<file path="config.mk">
export PLATFORM = sky130hd
export DESIGN_NAME = dbgt_top
export DESIGN_NICKNAME = d
export VERILOG_FILES = /design/src/rtl/dbgt_pkg.sv /design/src/rtl/dbgt_handshake.sv /design/src/rtl/dbgt_reg_bank.sv /design/src/rtl/dbgt_rd_hold.sv /design/src/rtl/dbgt_top.sv
export SDC_FILE = /design/constraint.sdc
export NUM_CORES = 1
export LEC_CHECK = 0
export BUFFER_PORTS_ARGS = -buffer_cell sky130_fd_sc_hd__clkbuf_2
export CAP_MARGIN = 20
export CORE_UTILIZATION = 50
export DETAILED_ROUTE_END_ITERATION = 8
export PLACE_DENSITY = 0.65
export SLEW_MARGIN = 20
export SYNTH_ARGS = -nofsm -noshare
export SYNTH_HDL_FRONTEND = slang
export SYNTH_SLANG_ARGS = --single-unit
</file>
<file path="constraint.sdc">
create_clock -name clk -period 7 [get_ports clk]
set_input_delay 1.4 -clock clk [delete_from_list [all_inputs] [get_ports clk]]
set_output_delay 1.4 -clock clk [all_outputs]
set_load 0.02 [all_outputs]
</file>
<file path="src/rtl/dbgt_pkg.sv">
// Package: shared types for the debug register target.
// Assumes: nothing beyond a single synchronous clock domain.
package dbgt_pkg;

    // Handshake phase: waiting for a request, or holding ack for one.
    typedef enum logic [0:0] {
        HS_IDLE = 1'b0,
        HS_BUSY = 1'b1
    } hs_state_e;

endpackage : dbgt_pkg

</file>
<file path="src/rtl/dbgt_handshake.sv">
// Module: dbgt_handshake
// Runs the four-phase request/acknowledge sequence. It emits a one-cycle
// accept pulse when an idle target sees req high. It then holds ack
// until req is sampled low.
// Assumes: req is synchronous to clk; the reset is synchronous and active low.
module dbgt_handshake
    import dbgt_pkg::*;
(
    input  logic clk,
    input  logic rst_n,
    input  logic req,
    output logic ack,
    output logic accept
);

    hs_state_e state_q;
    hs_state_e state_d;

    // Next-state choice for the handshake phase.
    always_comb begin
        state_d = state_q;
        case (state_q)
            HS_IDLE: if (req)  state_d = HS_BUSY;
            HS_BUSY: if (!req) state_d = HS_IDLE;
            default:           state_d = HS_IDLE;
        endcase
    end

    // Phase register with synchronous active-low reset.
    always_ff @(posedge clk) begin
        if (!rst_n) state_q <= HS_IDLE;
        else        state_q <= state_d;
    end

    assign ack    = (state_q == HS_BUSY);
    assign accept = (state_q == HS_IDLE) && req;

    // an idle target answers a request on the next edge.
    a_r2_ack_follows_req: assert property (@(posedge clk) disable iff (!rst_n)
        (!ack && req) |=> ack);

    // ack holds while the master keeps req high.
    a_r3_ack_held: assert property (@(posedge clk) disable iff (!rst_n)
        (ack && req) |=> ack);

    // ack falls one edge after req is seen low.
    a_r4_ack_release: assert property (@(posedge clk) disable iff (!rst_n)
        (ack && !req) |=> !ack);

endmodule : dbgt_handshake

</file>
<file path="src/rtl/dbgt_reg_bank.sv">
// Module: dbgt_reg_bank
// Holds NUM_REGS data registers at addresses 0..NUM_REGS-1. It writes one
// register per strobe and returns zero for reads outside the mapped range.
// Assumes: NUM_REGS <= 2**ADDR_W; wr_en lasts a single cycle per request.
module dbgt_reg_bank #(
    parameter int ADDR_W   = 8,
    parameter int DATA_W   = 32,
    parameter int NUM_REGS = 8
) (
    input  logic              clk,
    input  logic              rst_n,
    input  logic              wr_en,
    input  logic [ADDR_W-1:0] wr_addr,
    input  logic [DATA_W-1:0] wr_data,
    input  logic [ADDR_W-1:0] rd_addr,
    output logic [DATA_W-1:0] rd_data
);

    logic [DATA_W-1:0] regs_q [NUM_REGS];

    generate
        for (genvar gi = 0; gi < NUM_REGS; gi++) begin : g_reg
            // One storage word: cleared on reset, loaded when selected.
            always_ff @(posedge clk) begin
                if (!rst_n)
                    regs_q[gi] <= '0;
                else if (wr_en && (wr_addr == ADDR_W'(gi)))
                    regs_q[gi] <= wr_data;
            end
        end
    endgenerate

    // Read selection; unmapped addresses give zero.
    always_comb begin
        rd_data = '0;
        for (int i = 0; i < NUM_REGS; i++) begin
            if (rd_addr == ADDR_W'(i)) rd_data = regs_q[i];
        end
    end

endmodule : dbgt_reg_bank

</file>
<file path="src/rtl/dbgt_rd_hold.sv">
// Module: dbgt_rd_hold
// Captures read data on an accepted read and keeps it until the next one,
// so the bus sees a steady value for the whole acknowledge phase.
// Assumes: load pulses only while ack is low (at acceptance).
module dbgt_rd_hold #(
    parameter int DATA_W = 32
) (
    input  logic              clk,
    input  logic              rst_n,
    input  logic              load,
    input  logic              ack,
    input  logic [DATA_W-1:0] din,
    output logic [DATA_W-1:0] dout
);

    // Read-data holding register.
    always_ff @(posedge clk) begin
        if (!rst_n)    dout <= '0;
        else if (load) dout <= din;
    end

    // read data stays still across consecutive acknowledged cycles.
    a_r5_rdata_steady: assert property (@(posedge clk) disable iff (!rst_n)
        ack |=> (!ack || $stable(dout)));

endmodule : dbgt_rd_hold

</file>
<file path="src/rtl/dbgt_top.sv">
// Module: dbgt_top
// Debug-bus register target. The handshake controller accepts each request
// once. The register bank stores writes, and the hold stage freezes read
// data while ack is high.
// Assumes: bus inputs are synchronous to clk and valid whenever req is high.
module dbgt_top #(
    parameter int ADDR_W   = 8,
    parameter int DATA_W   = 32,
    parameter int NUM_REGS = 8
) (
    input  logic              clk,
    input  logic              rst_n,
    input  logic              req,
    input  logic              wr,
    input  logic [ADDR_W-1:0] addr,
    input  logic [DATA_W-1:0] wdata,
    output logic              ack,
    output logic [DATA_W-1:0] rdata
);

    logic              accept;
    logic              wr_en;
    logic              rd_load;
    logic [DATA_W-1:0] bank_rd;

    dbgt_handshake u_hs (
        .clk    (clk),
        .rst_n  (rst_n),
        .req    (req),
        .ack    (ack),
        .accept (accept)
    );

    assign wr_en   = accept && wr;
    assign rd_load = accept && !wr;

    dbgt_reg_bank #(
        .ADDR_W   (ADDR_W),
        .DATA_W   (DATA_W),
        .NUM_REGS (NUM_REGS)
    ) u_bank (
        .clk     (clk),
        .rst_n   (rst_n),
        .wr_en   (wr_en),
        .wr_addr (addr),
        .wr_data (wdata),
        .rd_addr (addr),
        .rd_data (bank_rd)
    );

    dbgt_rd_hold #(
        .DATA_W (DATA_W)
    ) u_hold (
        .clk   (clk),
        .rst_n (rst_n),
        .load  (rd_load),
        .ack   (ack),
        .din   (bank_rd),
        .dout  (rdata)
    );

    // a write strobe never lasts two cycles and is always followed by ack.
    a_r7_single_write: assert property (@(posedge clk) disable iff (!rst_n)
        wr_en |=> (!wr_en && ack));

endmodule : dbgt_top

</file>
# Word level (Yosys, flattened, before mapping)
# Memories as Yosys holds them, arrays and structs flattened.
# Index checks and enable logic that the tools add are counted.
# Widths: inputs -> output; s select.
dict set report word_totals {
  register_bits 33
  ramBits 256
  inputBits 44
  out_inout_bits 33
  elab_cells 74
  mem_count 1
}
# memory words width rd rd_ports_with_merged_regs write_ports line
set mem_list {}
lappend mem_list {u_bank.regs_q 8 32 8 0 8 dbgt_reg_bank.sv:19} ;# logic [DATA_W-1:0] regs_q [NUM_REGS];
dict set report classes {
  n_eq_ne 7
  mux 42
  bitwise 9
  reduce_logical 13
}
# operator n
set op_table {}
lappend op_table {{$mux 32} 16}
lappend op_table {{$eq 8x3->1 const B} 4}
lappend op_table {{$mux 1} 26}
lappend op_table {{$eq 8x2->1 const B} 2}
lappend op_table {{$logic_and 1x1->1} 11}
lappend op_table {{$eq 8x1->1 const B} 1}
lappend op_table {{$logic_not 8->1} 1}
lappend op_table {{$or 1x1->1} 8}
lappend op_table {{$logic_not 1->1} 1}
lappend op_table {{$not 1->1} 1}

# Longest topological paths before layout
dict set report depth {
  word_depth 9
  mapped_depth 7
  ltp_nobuf 4
}

# Cells and area by module
# A second synthesis with hierarchy kept.
dict set report unflattened {
  hier_cells 1013
  area_unflattened_um2 13445.4
}
# module n_inst cells_per_inst area_per_inst_um2 seq_area_each_um2
set modules_own_cells {}
lappend modules_own_cells {dbgt_reg_bank 1 905 12145.4 7687.4}
lappend modules_own_cells {dbgt_rd_hold 1 103 1243.7 640.6}
lappend modules_own_cells {dbgt_handshake 1 3 40.0 20.0}
lappend modules_own_cells {dbgt_top 1 2 16.3 0.0}

# Worst setup path after synthesis
# OpenSTA, ideal clock, no wires.
dict set report synth_timing {
  path_kind {in2reg}
  startpoint {input port addr[7]}
  endpoint {memory u_bank.regs_q[2][0], in the netlist u_bank.regs_q[0][64], enable pin}
  setup_time_ns 0.470
  t_arrival_ns 4.857
  path_slack_ns 1.673
  cell_stages 4
  cell_sequence {or4_4 -> or3_1 -> buf_6 -> o31ai_1}
}
# element line
set synth_lines {}
lappend synth_lines {{from (decl)} dbgt_top.sv:15} ;# input logic [ADDR_W-1:0] addr,
lappend synth_lines {{to (decl)} dbgt_reg_bank.sv:19}

==> reports/metrics.yaml <==
multi_input_area_um2: 4215
place_area_um2: 13590
drc: 0
drive_gt1_frac: 0.1739
grt_max_degree: 54
slowest_delay_ns: 0.88
post_cts_buffers: 0
synth_flop_cell: "edfxtp_1"
worst_slew_pin_slew_ns: 1.041
grt_pass1_wl_um: 47600
ys_warn_count: 0
grt_pass1_vias: 8008
design.die.area_um2: 26330
setup_violations: 0
final_common_cell: "edfxtp_1"
fmax_mhz: 269.3
power-per-cell-area_nw_per_um2: 255.3
drv_cap: 0
seq_area_frac_synth: 0.6502
rsz0062_at_grt: "false"
via_count: 7915
wl_per_cell_um: 22.90
area_growth_pct: 13.69
first_iter_violations: 547
root_buffer: "clkbuf_16"
syn-num-nets: 996
synth-seq-cells: 289
ctsLongestPathBuffers: 3
cp.arrival_ns: 4.14
critical_path_class: "in2reg"
chipHeight_um: 162.3
placedCellCount: 1314
drtPass1Iterations: 5
worst-path-max-fanout: 23
via_per_inst: 5.773
mostFrequentLayoutCells: "edfxtp_1 (256), and2_1 (243), mux2i_1 (96)"
htree_levels: 1
vdd_drop_max_uv: 218.9
critPathRequiredTime_ns: 7.43
rows: 58
synthCells: 952
fin_cells: 1371
crit_top_cell: "buf_4"
final_area_um2: 14600
fin_crit_sh: 0.5305
die_w_um: 162.3
postCtsHoldBufs: 0
regToRegSetupSlack_ns: 4.30
slew_viol_final: 0
path_cells: "clkbuf_2, buf_4, nand4_1, nor3_2, buf_4, and2_1"
finalClockSkew_ns: 0.01875
cts.clk_slew.worst_paths_ns: 0.06
fillers: 2023
hold_violations: 0
clk-insertion-delay-late_ns: 0.56
cp-end-kind: "flip-flop"
antenna_found_initial: 0
setup_tns_ns: 0
p_leak_uw: 0.005627
diodes: 0
regArea_um2: 8348
timing.slew.headroom: 0.3062
cp_slowest_cell: "nor3_2"
cts_buffers: 31
postRouteAntennaNets: 0
clkSinkCount: 289
ios: 77
place.gp.congestion: 0.7257
start_kind: "input pin"
status: "complete, no violations"
grt_usage: 0.2443
hold_class: "reg2reg"
nNetsFinal: 1062
grt_overflow: 0
initial_core_util: 0.5099
core_area_um2: 25180
numPortBuffers: 76
period_needed_ns: 3.714
drt_wl_total_um: 31400
ctsResizeCount: 0
syn-cell-area_um2: 12840
synth_edf_count: 256
synth_cell_types: 42
cts_tree: "yes"
dpl.hpwl_um: 18480
syn_avg_cell_area_um2: 13.49
async_flop_share: 0
## where the power goes
part / switching, µW / leakage (µW) / internal (µW)
clock network: 654 / 0.000482 / 935
registers: 15.9 / 0.00302 / 1910
logic: 146 / 0.00213 / 61.3
## per-stage QoR
stage	utilization	hold WS, ns	total power [µW]	setup WS, ns
floorplan	-	0.5266	2082	1.673
global placement	0.5380	0.5304	2172	2.741
detailed placement	0.5397	0.5463	2175	2.716
CTS	0.5792	0.5577	3753	3.302
global route	0.5797	0.5791	3833	3.149
finish	0.5797	0.5555	3727	3.286
## per-layer routing
layer | vias up | share of wire | routed length [µm] | GRT usage
met5 | - | 0 | 0 | 0
met4 | 0 | 0.028 | 893 | 0.07419
met3 | 54 | 0.047 | 1490 | 0.03652
met2 | 208 | 0.50 | 15680 | 0.4246
met1 | 3994 | 0.42 | 13330 | 0.3147
li1 | 3659 | - | - | -
## registers in the layout, summed over array words and instances, names as in the netlist
register,cells
u_bank.regs_q,256
u_hold.dout,32
u_hs.ack,1
## final timing paths
path,depth (start not counted),to,start
max,6,u_bank.regs_q[1][54]$_SDFFCE_PN0P_,addr[0]
min,2,u_hold.dout[27]$_SDFFE_PN0P_,u_bank.regs_q[1][91]$_SDFFCE_PN0P_
max reg2reg,5,u_bank.regs_q[1][54]$_SDFFCE_PN0P_,u_hs.ack$_SDFF_PN0_
min reg2reg,2,u_hold.dout[27]$_SDFFE_PN0P_,u_bank.regs_q[1][91]$_SDFFCE_PN0P_
## cell usage after synthesis, drive strengths merged (3+ instances only)
| library cell | number | area share |
|---|---|---|
| a211oi | 16 | 0.0094 |
| a22oi | 16 | 0.0094 |
| a31oi | 16 | 0.0078 |
| a32oi | 16 | 0.011 |
| and2 | 257 | 0.13 |
| buf | 24 | 0.014 |
| clkbuf | 42 | 0.014 |
| dfxtp | 33 | 0.051 |
| dlygate4sd3 | 3 | 0.0023 |
| edfxtp | 256 | 0.60 |
| mux2i | 96 | 0.075 |
| nand2 | 19 | 0.0056 |
| nand2b | 6 | 0.0029 |
| nor2 | 21 | 0.0061 |
| nor2b | 4 | 0.0019 |
| nor3 | 7 | 0.0062 |
| o21ai | 53 | 0.021 |
| o221ai | 16 | 0.011 |
| o22ai | 32 | 0.016 |
| o31ai | 3 | 0.0018 |
## final cells by class
class                           instances  area share
Inverter                                2   0.0005143
Timing Repair Buffer                  103     0.04243
Clock inverter                         15    0.009000
Sequential cell                       289      0.5719
Tap cell                              330     0.02828
Multi-Input combinational cell        591      0.2888
Clock buffer                           41     0.05914
## worst max-delay path: cells and delay by family
| kind | cells | cell delay (ns) |
|---|---|---|
| buffers and inverters | 3 | 1.28 |
| AND/OR/NAND/NOR | 3 | 1.44 |
## cells by family after synthesis
logic type,Yosys count,share of synthesized area
AOI/OAI and AO/OA,168,0.08634
muxes,96,0.07484
buffers and inverters,72,0.03138
and+or+nand+nor,327,0.1573
DFF,289,0.6502
Power figures use the tool's default switching activity.
